$ cat src/rtl/stoch_neuron_layer.sv
module stoch_neuron_layer #(
  parameter int NEURONS = 4,
  parameter int INPUTS  = 6,
  parameter int CW      = $clog2(INPUTS + 1)
) (
  input  logic                  clk,
  input  logic                  rst_n,
  input  logic                  start,
  input  logic [NEURONS*CW-1:0] thr,
  input  logic                  wt_in,
  input  logic                  x_in,
  output logic                  busy,
  output logic                  in_phase,
  output logic                  done,
  output logic                  out_bit
);
  localparam int PW = $clog2(NEURONS + 1);
  localparam int IW = $clog2(INPUTS + 1);

  logic [PW-1:0]      pos;
  logic [IW-1:0]      idx;
  logic [NEURONS-1:0] wreg, fire, fire_nx, oreg;
  logic               launch, last;

  assign launch   = start && !busy;
  assign in_phase = busy && (pos == PW'(NEURONS));
  assign last     = in_phase && (idx == IW'(INPUTS - 1));
  assign out_bit  = oreg[0];

  for (genvar g = 0; g < NEURONS; g++) begin : g_cell
    logic [CW-1:0] cnt;
    logic          prod;
    assign prod       = ~(x_in ^ wreg[g]);
    assign fire_nx[g] = fire[g] | (prod & (cnt == '1));
    always_ff @(posedge clk or negedge rst_n) begin
      if (!rst_n) begin
        cnt     <= '0;
        fire[g] <= 1'b0;
      end else if (launch) begin
        cnt     <= '1 - thr[g*CW +: CW];
        fire[g] <= 1'b0;
      end else if (in_phase) begin
        cnt     <= cnt + CW'(prod);
        fire[g] <= fire_nx[g];
      end
    end
  end

  always_ff @(posedge clk or negedge rst_n) begin
    if (!rst_n) begin
      busy <= 1'b0;
      done <= 1'b0;
      pos  <= '0;
      idx  <= '0;
      wreg <= '0;
      oreg <= '0;
    end else begin
      done <= 1'b0;
      oreg <= oreg >> 1;
      if (launch) begin
        busy <= 1'b1;
        pos  <= '0;
        idx  <= '0;
      end else if (in_phase) begin
        pos <= '0;
        idx <= idx + 1'b1;
        if (last) begin
          busy <= 1'b0;
          done <= 1'b1;
          oreg <= fire_nx;
        end
      end else if (busy) begin
        pos  <= pos + 1'b1;
        wreg <= (wreg >> 1) | (NEURONS'(wt_in) << (NEURONS - 1));
      end
    end
  end
endmodule


$ cat config.mk
export PLATFORM = sky130hd
export DESIGN_NAME = stoch_neuron_layer
export DESIGN_NICKNAME = d
export VERILOG_FILES = /design/src/rtl/stoch_neuron_layer.sv
export SDC_FILE = /design/constraint.sdc
export NUM_CORES = 1
export LEC_CHECK = 0
export BUFFER_PORTS_ARGS = -buffer_cell sky130_fd_sc_hd__buf_2
export CAP_MARGIN = 5
export CORE_ASPECT_RATIO = 1.25
export CORE_UTILIZATION = 45
export DETAILED_ROUTE_END_ITERATION = 6
export HOLD_SLACK_MARGIN = 0.03
export SYNTH_ARGS = -nofsm -noshare
export SYNTH_HDL_FRONTEND = slang
export SYNTH_SLANG_ARGS = --single-unit
$ cat constraint.sdc
create_clock -name clk -period 1.75 [get_ports clk]
set_input_delay 0.0875 -clock clk [delete_from_list [all_inputs] [get_ports clk]]
set_output_delay 0.0875 -clock clk [all_outputs]
set_load 0.005 [all_outputs]
Word level (Yosys, flattened, before mapping)
Index checks and enable logic that the tools add are counted.
{"block": "totals", "output_inout_bits": 4, "regBits": 32, "wordCells": 88}
{"block": "op_classes", "n_bitwise": 19, "mux": 30, "add_sub_neg": 10, "reduce_logical": 9, "eq_ne": 6}
{"cell": "3-bit two-way mux", "count": 13}
{"cell": "3-bit equality test, second input constant", "count": 6}
{"cell": "1-bit two-way mux", "count": 14}
{"cell": "3-bit by 1-bit adder with 3-bit output", "count": 4}
{"cell": "4-bit two-way mux", "count": 3}
{"cell": "3-bit subtractor, first input constant", "count": 4}
{"cell": "3-bit by 1-bit adder with 3-bit output, second input constant", "count": 2}
{"cell": "1-bit inverter", "count": 6}
{"cell": "1-bit AND", "count": 4}
{"cell": "1-bit OR", "count": 4}
{"cell": "3-bit by 4-bit OR with 4-bit output", "count": 1}
{"cell": "2-bit nonzero test", "count": 2}
{"cell": "1-bit XOR", "count": 4}
{"cell": "1-bit logical AND", "count": 3}
{"cell": "3-bit AND reduction", "count": 1}
{"cell": "3-bit nonzero test", "count": 1}
{"cell": "2-bit AND reduction", "count": 1}
{"cell": "1-bit logical NOT", "count": 1}

Longest topological paths before layout
Gate-level depths: netlist of run 1.
{"block": "logic_depth", "ltp_word": 7, "ltp_mapped": 8, "depth_no_buf": 6}

Worst setup path after synthesis of run 1
OpenSTA, ideal clock, no wires.
{"block": "synth_timing", "kind": "register to register", "from": "register pos[0]", "to": "register wreg[0]", "required_time_ps": 1625, "setup_ps": 125, "path_slack_ps": 325, "synth_period_minus_slack_ps": 1425, "n_path_buf": 2, "stages_incl_launch_ff": 8, "t_arrival_ps": 1300, "path_cell_list": "dfrtp_1 inv_1 ha_1 buf_6 nand2_4 and2_4 buf_6 mux2_4"}
{"block": "synth_between", "elab_chain_len": 4}
{"element": "start: declaration", "line": "20", "rtl": "logic [PW-1:0] pos;"}
{"element": "start signal: assignment", "line": "73", "rtl": "pos <= pos + 1'b1;"}
{"element": "3-bit equality test", "line": "26", "rtl": "assign in_phase = busy && (pos == PW'(NEURONS));"}
{"element": "1-bit logical AND", "line": "26"}
{"element": "1-bit inverter (no line)"}
{"element": "3-bit AND reduction (no line)"}
{"element": "end signal: assignment", "line": "74", "rtl": "wreg <= (wreg >> 1) | (NEURONS'(wt_in) << (NEURONS - 1));"}
{"element": "end: declaration", "line": "22", "rtl": "logic [NEURONS-1:0] wreg, fire, fire_nx, oreg;"}
Every way passes these cells.
A chain may end at the register's enable or synchronous reset.

Final worst setup path of run 1
{"block": "layout_timing", "from": "register pos[1]", "to": "output port in_phase"}
{"block": "layout_between", "elab_chain_len": 2}
{"element": "3-bit equality test", "line": "26"}
{"element": "1-bit logical AND", "line": "26"}
{"element": "end: declaration", "line": "13", "rtl": "output logic in_phase,"}
Every way passes these cells.

==> reports/results.md, run 1 <==
| Quantity | Value |
|---|---|
| Category of the most critical setup path | flop to primary output |
| Max H-tree Level | 2 |
| Switch share | 0.346 |
| First-pass GRT wire length | 5310 um |
| Post-Route Skew | 0.00377 ns |
| Final GP Congestion | 0.824 |
| Synth Area in Simple Gates | 0.149 |
| Final antenna-violating net count | 0 |
| Count of max-cap constraint violations | 0 |
| Power, Total | 3.10 mW |
| Worst path slowest cell | sky130_fd_sc_hd__dfrtp_1 |
| Place WS | 0.253 ns |
| Proportion of power drawn by flip-flops and latches | 0.422 |
| Drt initial violations | 26 |
| Synth Net Count | 170 |
| Normalized max-slew margin | 0.515 |
| Combinational group share of total power | 0.385 |
| Worst EP required | 1.66 ns |
| Number of input and output port buffers inserted | 20 |
| Total of flip-flops plus latches after synthesis | 32 |
| End point of the worst hold path | wreg[3]$_DFFE_PN0P_ |
| Clock Pin Slew Worst Setup and Hold Paths | 0.06 ns |
| Top area cells in the synthesized netlist | sky130_fd_sc_hd__dfrtp_1 48%, sky130_fd_sc_hd__ha_1 9.0%, sky130_fd_sc_hd__o221a_2 4.1%, sky130_fd_sc_hd__mux2i_1 3.6%, sky130_fd_sc_hd__mux2_4 3.6% |
| Top-area cell type share of the netlist area | 0.481 |
| Average cell area after synthesis | 11.8 um^2 |
| Setup tns final | 0 ns |
| Via count of the first global-routing pass | 1110 |
| Library cells used by synthesis | 30 |
| Placed wire-length estimate | 2330 um |
| Setup repair after global routing missed its margin | false |
| Source of the worst hold timing path | wt_in |
| Category of the worst setup path launch point | flop |
| Ratio of cells with drive above 1 in the final layout | 0.296 |
| Clock sink count | 32 |
| Vias | 1166 |
| Most frequent cells in the layout | 32 x sky130_fd_sc_hd__dfrtp_1, 20 x sky130_fd_sc_hd__buf_2, 12 x sky130_fd_sc_hd__ha_1 |
| Height of the die | 70.0 um |
| Clock buffer count from CTS | 5 |
| N_diodes | 0 |
| Crit path max-delay family | buffers and inverters |
| Power Dens Cells | 1610 nW/um^2 |
| Post-Route WL | 3240 um |
| Hold Path Cell Cnt | 2 |
| Average routed wire per standard cell | 15.6 um |
| TritonRoute pass-1 iters | 4 |
| Outcome | finished clean |
| Die outline area | 3950 um^2 |
| Power Internal | 2.03 mW |
| Leading cell type in the layout, fill and taps excluded | sky130_fd_sc_hd__dfrtp_1 |
| Pin count of the biggest net entering global routing | 33 |
| Post-Synthesis Cells | 141 |
| Parity-gate share of the synthesized area counting xor and xnor cells | 0.0421 |
| Final number of max-transition violations | 0 |
| Post-synthesis mux area share | 0.0857 |
| Initial antenna violation count | 0 |
| Share of the clock period used by the worst path | 0.935 |
| WP buf/inv | 4 |
| Synth warnings | 0 |
| Clock network fraction of design power | 0.193 |
| Final Setup Violations | 0 |
| Endpoint class of the critical path | primary output |
| Dominant combinational cell family by area after synthesis | simple AND/OR/NAND/NOR gates |
| Worst Reg-to-Reg Cells | 6 |
| Clock root buffer | sky130_fd_sc_hd__clkbuf_8 |
| DRC | 0 |
| Fill cells | 305 |
| Worst r2r src | pos[1]$_DFFE_PN0P_ |
| Setup slack of the critical path after layout | 0.113 ns |
| FF-to-FF End | oreg[0]$_DFF_PN0_ |
| Arrival time at the worst endpoint | 1.55 ns |
| Worst path most repeated cell | sky130_fd_sc_hd__inv_1 |
| Top fanout value on the critical path | 13 |
| Area of all sequential standard cells | 801 um^2 |
| Number of hold violations in the final report | 0 |
| Final layout net count | 198 |
| Post-synthesis adder-cell area fraction | 0.0902 |
| Logic depth of the worst setup path including buffers | 6 |
| Overflow left after global routing | 0 |
| Cells along the critical path | inv_1 -> ha_1 -> nand3_1 -> buf_4 -> inv_1 -> buf_2 |
| Mapped cell area | 1660 um^2 |
| Setup slack, reg-to-reg | 0.24 ns |
| Sw power | 1.07 mW |
| Post-cts hold buffer count | 5 |
| Clk_lat worst skew | 0.27 ns |
| Clock buffer depth | 2 |
| Syn-to-layout area delta | 15.6% |
| Std cell rows | 24 |
| Final critical-path required period | 1.64 ns |
| Top cell type by total area after synthesis | sky130_fd_sc_hd__dfrtp_1 |
| Maximum cell stage delay along the critical path | 0.38 ns |
| Sequential area share after synthesis | 0.481 |
| Die Span X | 56.4 um |
| Count of pins on the block boundary | 21 |
| CTS-repair resized insts | 0 |
| Overall track demand over capacity in global routing | 0.177 |
| Class of the most critical hold timing path | input port to flop |
| Synth Area in Compound Gates | 0.0992 |
| IR drop worst, VDD | 0.932 mV |
| Multi-input gate area | 776 um^2 |
| Initial Utilization | 0.474 |
| Number of buffers inserted by post-CTS setup repair | 0 |
| Maximum frequency from static timing analysis | 0.611 GHz |
| Total leakage power | 0.958 nW |
| Clock tree from TritonCTS | built |
| Slew at the pin with the worst max-slew slack | 0.727 ns |
| Core ar. | 3510 um^2 |
| Vias per std cell | 5.61 |
## logic make-up (layout without fill, tap and decap cells)
logic type / after synthesis / count (layout)
and+or+nand+nor: 43 / 43
buffers and inverters: 13 / 41
xor gates and xnor gates: 8 / 8
AOI/OAI and AO/OA: 21 / 21
DFF: 32 / 32
muxes: 12 / 12
adders and majority gates: 12 / 12
## power by group through the flow
stage	sequential, mW	clock, mW	combinational (mW)
finish	1.31	0.598	1.19
global route	1.35	0.651	1.35
CTS	1.31	0.621	1.21
detailed placement	1.32	0	1.19
global placement	1.30	0	1.14
floorplan	1.23	0	1.01
## area by class of cell
| cell class | instances | area share |
|---|---|---|
| clock buffers | 7 | 0.0501 |
| inverters | 4 | 0.00780 |
| multi-input cells | 96 | 0.403 |
| flip-flops and latches | 32 | 0.416 |
| well taps | 39 | 0.0254 |
| repair buffers | 30 | 0.0975 |
## registers in the layout, summed over array words and instances (netlist names)
name	flops
g_cell.cnt	12
done	1
wreg	4
oreg	4
pos	3
busy	1
fire	4
idx	3
## routing by layer
metal	vias to the layer above	routed length (um)	track usage
li1	562	-	-
met1	576	1490	0.229
met2	25	1620	0.296
met3	3	103	0.0463
met4	0	23	0.0407
met5	-	0	0
## worst register-to-register path: cells and delay by family, from the launching register on
kind                     cells  cell delay [ns]
AND/OR/NAND/NOR              2             0.41
flip-flops                   1             0.38
buffers and inverters        2             0.36
adder cells (fa/ha/maj)      1             0.17
AO/OA/AOI/OAI                1             0.09
## metrics by stage
| step | hold WS, ns | cells | util | area [um^2] |
|---|---|---|---|---|
| after detailed placement | 0.189 | 196 | 0.506 | 1780 |
| after floorplan | -0.208 | 141 | - | 1660 |
| final | 0.0407 | 208 | 0.548 | 1920 |
| after CTS | 0.0341 | 208 | 0.548 | 1920 |
| after global routing | 0.0307 | 208 | 0.548 | 1920 |
| after global placement | 0.178 | 196 | 0.506 | 1780 |
## how the worst max path moves through the flow
stage | start | to | slack [ns]
2_1_floorplan | pos[0]$_DFFE_PN0P_ | wreg[0]$_DFFE_PN0P_ | 0.32
3_3_place_gp | pos[0]$_DFFE_PN0P_ | oreg[1]$_DFF_PN0_ | 0.28
3_5_place_dp | wreg[3]$_DFFE_PN0P_ | g_cell[3].cnt[2]$_DFFE_PN0P_ | 0.25
4_1_cts | pos[0]$_DFFE_PN0P_ | in_phase | 0.09
5_1_grt | pos[0]$_DFFE_PN0P_ | in_phase | 0.004
6_report | pos[1]$_DFFE_PN0P_ | in_phase | 0.11
## synth_stat cells
cell type and number:
sky130_fd_sc_hd__dfrtp_1 32, sky130_fd_sc_hd__ha_1 12, sky130_fd_sc_hd__nand2_1 11, sky130_fd_sc_hd__nand4_1 8
sky130_fd_sc_hd__o21ai_0 7, sky130_fd_sc_hd__mux2i_1 6, sky130_fd_sc_hd__nor3_1 6, sky130_fd_sc_hd__o221a_2 6
sky130_fd_sc_hd__nor2b_1 5, sky130_fd_sc_hd__buf_6 4, sky130_fd_sc_hd__inv_1 4, sky130_fd_sc_hd__mux2_4 4
sky130_fd_sc_hd__nand3_1 4, sky130_fd_sc_hd__nor2_1 4, sky130_fd_sc_hd__xnor2_1 4, sky130_fd_sc_hd__xor2_1 4
sky130_fd_sc_hd__a2bb2oi_1 3, sky130_fd_sc_hd__buf_2 3, sky130_fd_sc_hd__a21oi_1 2, sky130_fd_sc_hd__mux2_2 2
sky130_fd_sc_hd__a22o_2 1, sky130_fd_sc_hd__a41oi_1 1, sky130_fd_sc_hd__and2_4 1, sky130_fd_sc_hd__buf_4 1
sky130_fd_sc_hd__clkbuf_2 1, sky130_fd_sc_hd__nand2_2 1, sky130_fd_sc_hd__nand2_4 1, sky130_fd_sc_hd__nand2b_4 1
sky130_fd_sc_hd__nor2_8 1, sky130_fd_sc_hd__o31ai_1 1
Note: power is estimated with default switching activity, not from simulation.
==> run 2: changes to the inputs <==
PLACE_DENSITY_LB_ADDON = 0.1   (was unset)
==> run 2 against run 1 <==
Sequential share of layout area is essentially flat. Clock power shrank 2%. Clock skew grew 0.00068 ns. Sequential power is essentially flat. Largest power group unchanged. Worst hold slack gained 0.021 ns. Critical path type unchanged. Critical path depth is the same. Clock-buffer cell count grew 1. Largest cell class unchanged.
==> reports/results.md, run 2 (synthesized netlist as in run 1, its figures left out) <==
| Quantity | Value |
|---|---|
| Outcome | finished clean |
| Leading cell type in the layout, fill and taps excluded | sky130_fd_sc_hd__dfrtp_1 |
| Total leakage power | 0.947 nW |
| First-pass GRT wire length | 5570 um |
| Height of the die | 70.0 um |
| Number of cells in the design after placement | 194 |
| Worst path slowest cell | sky130_fd_sc_hd__dfrtp_1 |
| Top fanout value on the critical path | 13 |
| Count of max-cap constraint violations | 0 |
| Vias per std cell | 5.55 |
| Fraction of the core area covered by cells at the end of the flow | 0.548 |
| Proportion of power drawn by flip-flops and latches | 0.427 |
| Maximum frequency from static timing analysis | 0.628 GHz |
| Setup slack of the critical path after layout | 0.158 ns |
| DRC | 0 |
| DP Area | 1760 um^2 |
| Worst path most repeated cell | sky130_fd_sc_hd__inv_1 |
| Sw power | 1.08 mW |
| Initial antenna violation count | 0 |
| Class of the most critical hold timing path | input port to flop |
| Ratio of cells with drive above 1 in the final layout | 0.284 |
| Worst Reg-to-Reg Cells | 6 |
| Final layout net count | 197 |
| Number of input and output port buffers inserted | 20 |
| Overflow left after global routing | 0 |
| Clock network fraction of design power | 0.189 |
| WP buf/inv | 4 |
| Category of the worst setup path launch point | flop |
| IR drop worst, VDD | 0.810 mV |
| Die Span X | 56.4 um |
| Count of pins on the block boundary | 21 |
| Drt initial violations | 40 |
| Endpoint class of the critical path | primary output |
| N_diodes | 0 |
| Syn-to-layout area delta | 15.7% |
| Clock Pin Slew Worst Setup and Hold Paths | 0.07 ns |
| Number of hold violations in the final report | 0 |
| Share of the clock period used by the worst path | 0.910 |
| Normalized max-slew margin | 0.521 |
| Setup tns final | 0 ns |
| Clock tree from TritonCTS | built |
| Largest register FFs | 12 |
| Max H-tree Level | 2 |
| Hold Path Cell Cnt | 3 |
| Switch share | 0.351 |
| Tightest hold margin | 0.0620 ns |
| Die outline area | 3950 um^2 |
| Layout Cell Area excl Fill | 1930 um^2 |
| Place WS | 0.130 ns |
| Post-Route Skew | 0.00445 ns |
| Final antenna-violating net count | 0 |
| Fill cells | 321 |
| Slew at the pin with the worst max-slew slack | 0.719 ns |
| Most flop-heavy register | g_cell.cnt |
| Cells along the critical path | inv_1 -> ha_4 -> nand3_1 -> buf_4 -> inv_1 -> buf_2 |
| Power Internal | 2.00 mW |
| Arrival time at the worst endpoint | 1.50 ns |
| Fin cells | 208 |
| Initial Utilization | 0.474 |
| Overall track demand over capacity in global routing | 0.186 |
| Category of the most critical setup path | flop to primary output |
| Post-Route WL | 3220 um |
| Maximum cell stage delay along the critical path | 0.38 ns |
| Worst EP required | 1.66 ns |
| Average routed wire per standard cell | 15.5 um |
| Clock buffer count from CTS | 5 |
| Combinational group share of total power | 0.384 |
| Power, Total | 3.09 mW |
| Final number of max-transition violations | 0 |
| Clock root buffer | sky130_fd_sc_hd__clkbuf_8 |
| Logic depth of the worst setup path including buffers | 6 |
| Power Dens Cells | 1600 nW/um^2 |
| Pin count of the biggest net entering global routing | 33 |
| Core ar. | 3510 um^2 |
| Vias | 1155 |
| Clock sink count | 32 |
| Final Setup Violations | 0 |
| Clk_lat worst skew | 0.28 ns |
| TritonRoute pass-1 iters | 4 |
| Setup repair after global routing missed its margin | false |
| Std cell rows | 24 |
| Most frequent cells in the layout | 32 x sky130_fd_sc_hd__dfrtp_1, 20 x sky130_fd_sc_hd__buf_2, 11 x sky130_fd_sc_hd__nand2_1, 11 x sky130_fd_sc_hd__ha_1, 8 x sky130_fd_sc_hd__nand4_1 |
| Placed wire-length estimate | 2350 um |
| Final GP Congestion | 0.750 |
| Final critical-path required period | 1.59 ns |
| Via count of the first global-routing pass | 1200 |
| Clock buffer depth | 2 |
| Crit path max-delay family | buffers and inverters |
run 2: repair_timing:
action,CTS,global route
endpoints found under the setup margin,1,1
gates resized for setup,1,1
hold endpoints to repair,36,1
setup buffers,0,0
hold buffers,5,1
pin swaps,0,0
run 2: tightest hold or removal path, cell delays in order:
cell and delay, ns:
sky130_fd_sc_hd__buf_2 0.08, sky130_fd_sc_hd__nand2_1 0.04, sky130_fd_sc_hd__o221a_2 0.11
run 2: power by group through the flow:
stage               clock network [mW]  registers, mW  logic [mW]
floorplan                            0           1.23        1.01
global placement                     0           1.32        1.11
detailed placement                   0           1.33        1.16
CTS                              0.597           1.32        1.18
global route                     0.636           1.36        1.33
finish                           0.584           1.32        1.18
run 2: final cells by class:
cell class / instances / area [um^2] / share of cell area
flip-flops and latches: 32 / 801 / 0.416
multi-input cells: 96 / 788 / 0.409
clock buffers: 8 / 90.1 / 0.0468
inverters: 4 / 15.0 / 0.00780
repair buffers: 29 / 183 / 0.0949
well taps: 39 / 48.8 / 0.0253
run 2: path summary, 6_finish.rpt:
kind	to	slack, ns	from
max	in_phase	0.16	pos[0]$_DFFE_PN0P_
min	g_cell[1].cnt[0]$_DFFE_PN0P_	0.06	thr[3]
max reg2reg	g_cell[2].cnt[2]$_DFFE_PN0P_	0.26	wreg[2]$_DFFE_PN0P_
min reg2reg	fire[1]$_DFFE_PN0P_	0.49	fire[1]$_DFFE_PN0P_
max in group asynchronous	pos[2]$_DFFE_PN0P_	0.89	rst_n
min in group asynchronous	done$_DFF_PN0_	0.40	rst_n
run 2: layer usage:
| layer | global-route usage | vias up | share of wire |
|---|---|---|---|
| li1 | - | 558 | - |
| met1 | 0.228 | 571 | 0.44 |
| met2 | 0.313 | 22 | 0.51 |
| met3 | 0.0556 | 4 | 0.033 |
| met4 | 0.0569 | 0 | 0.0081 |
| met5 | 0 | - | 0 |
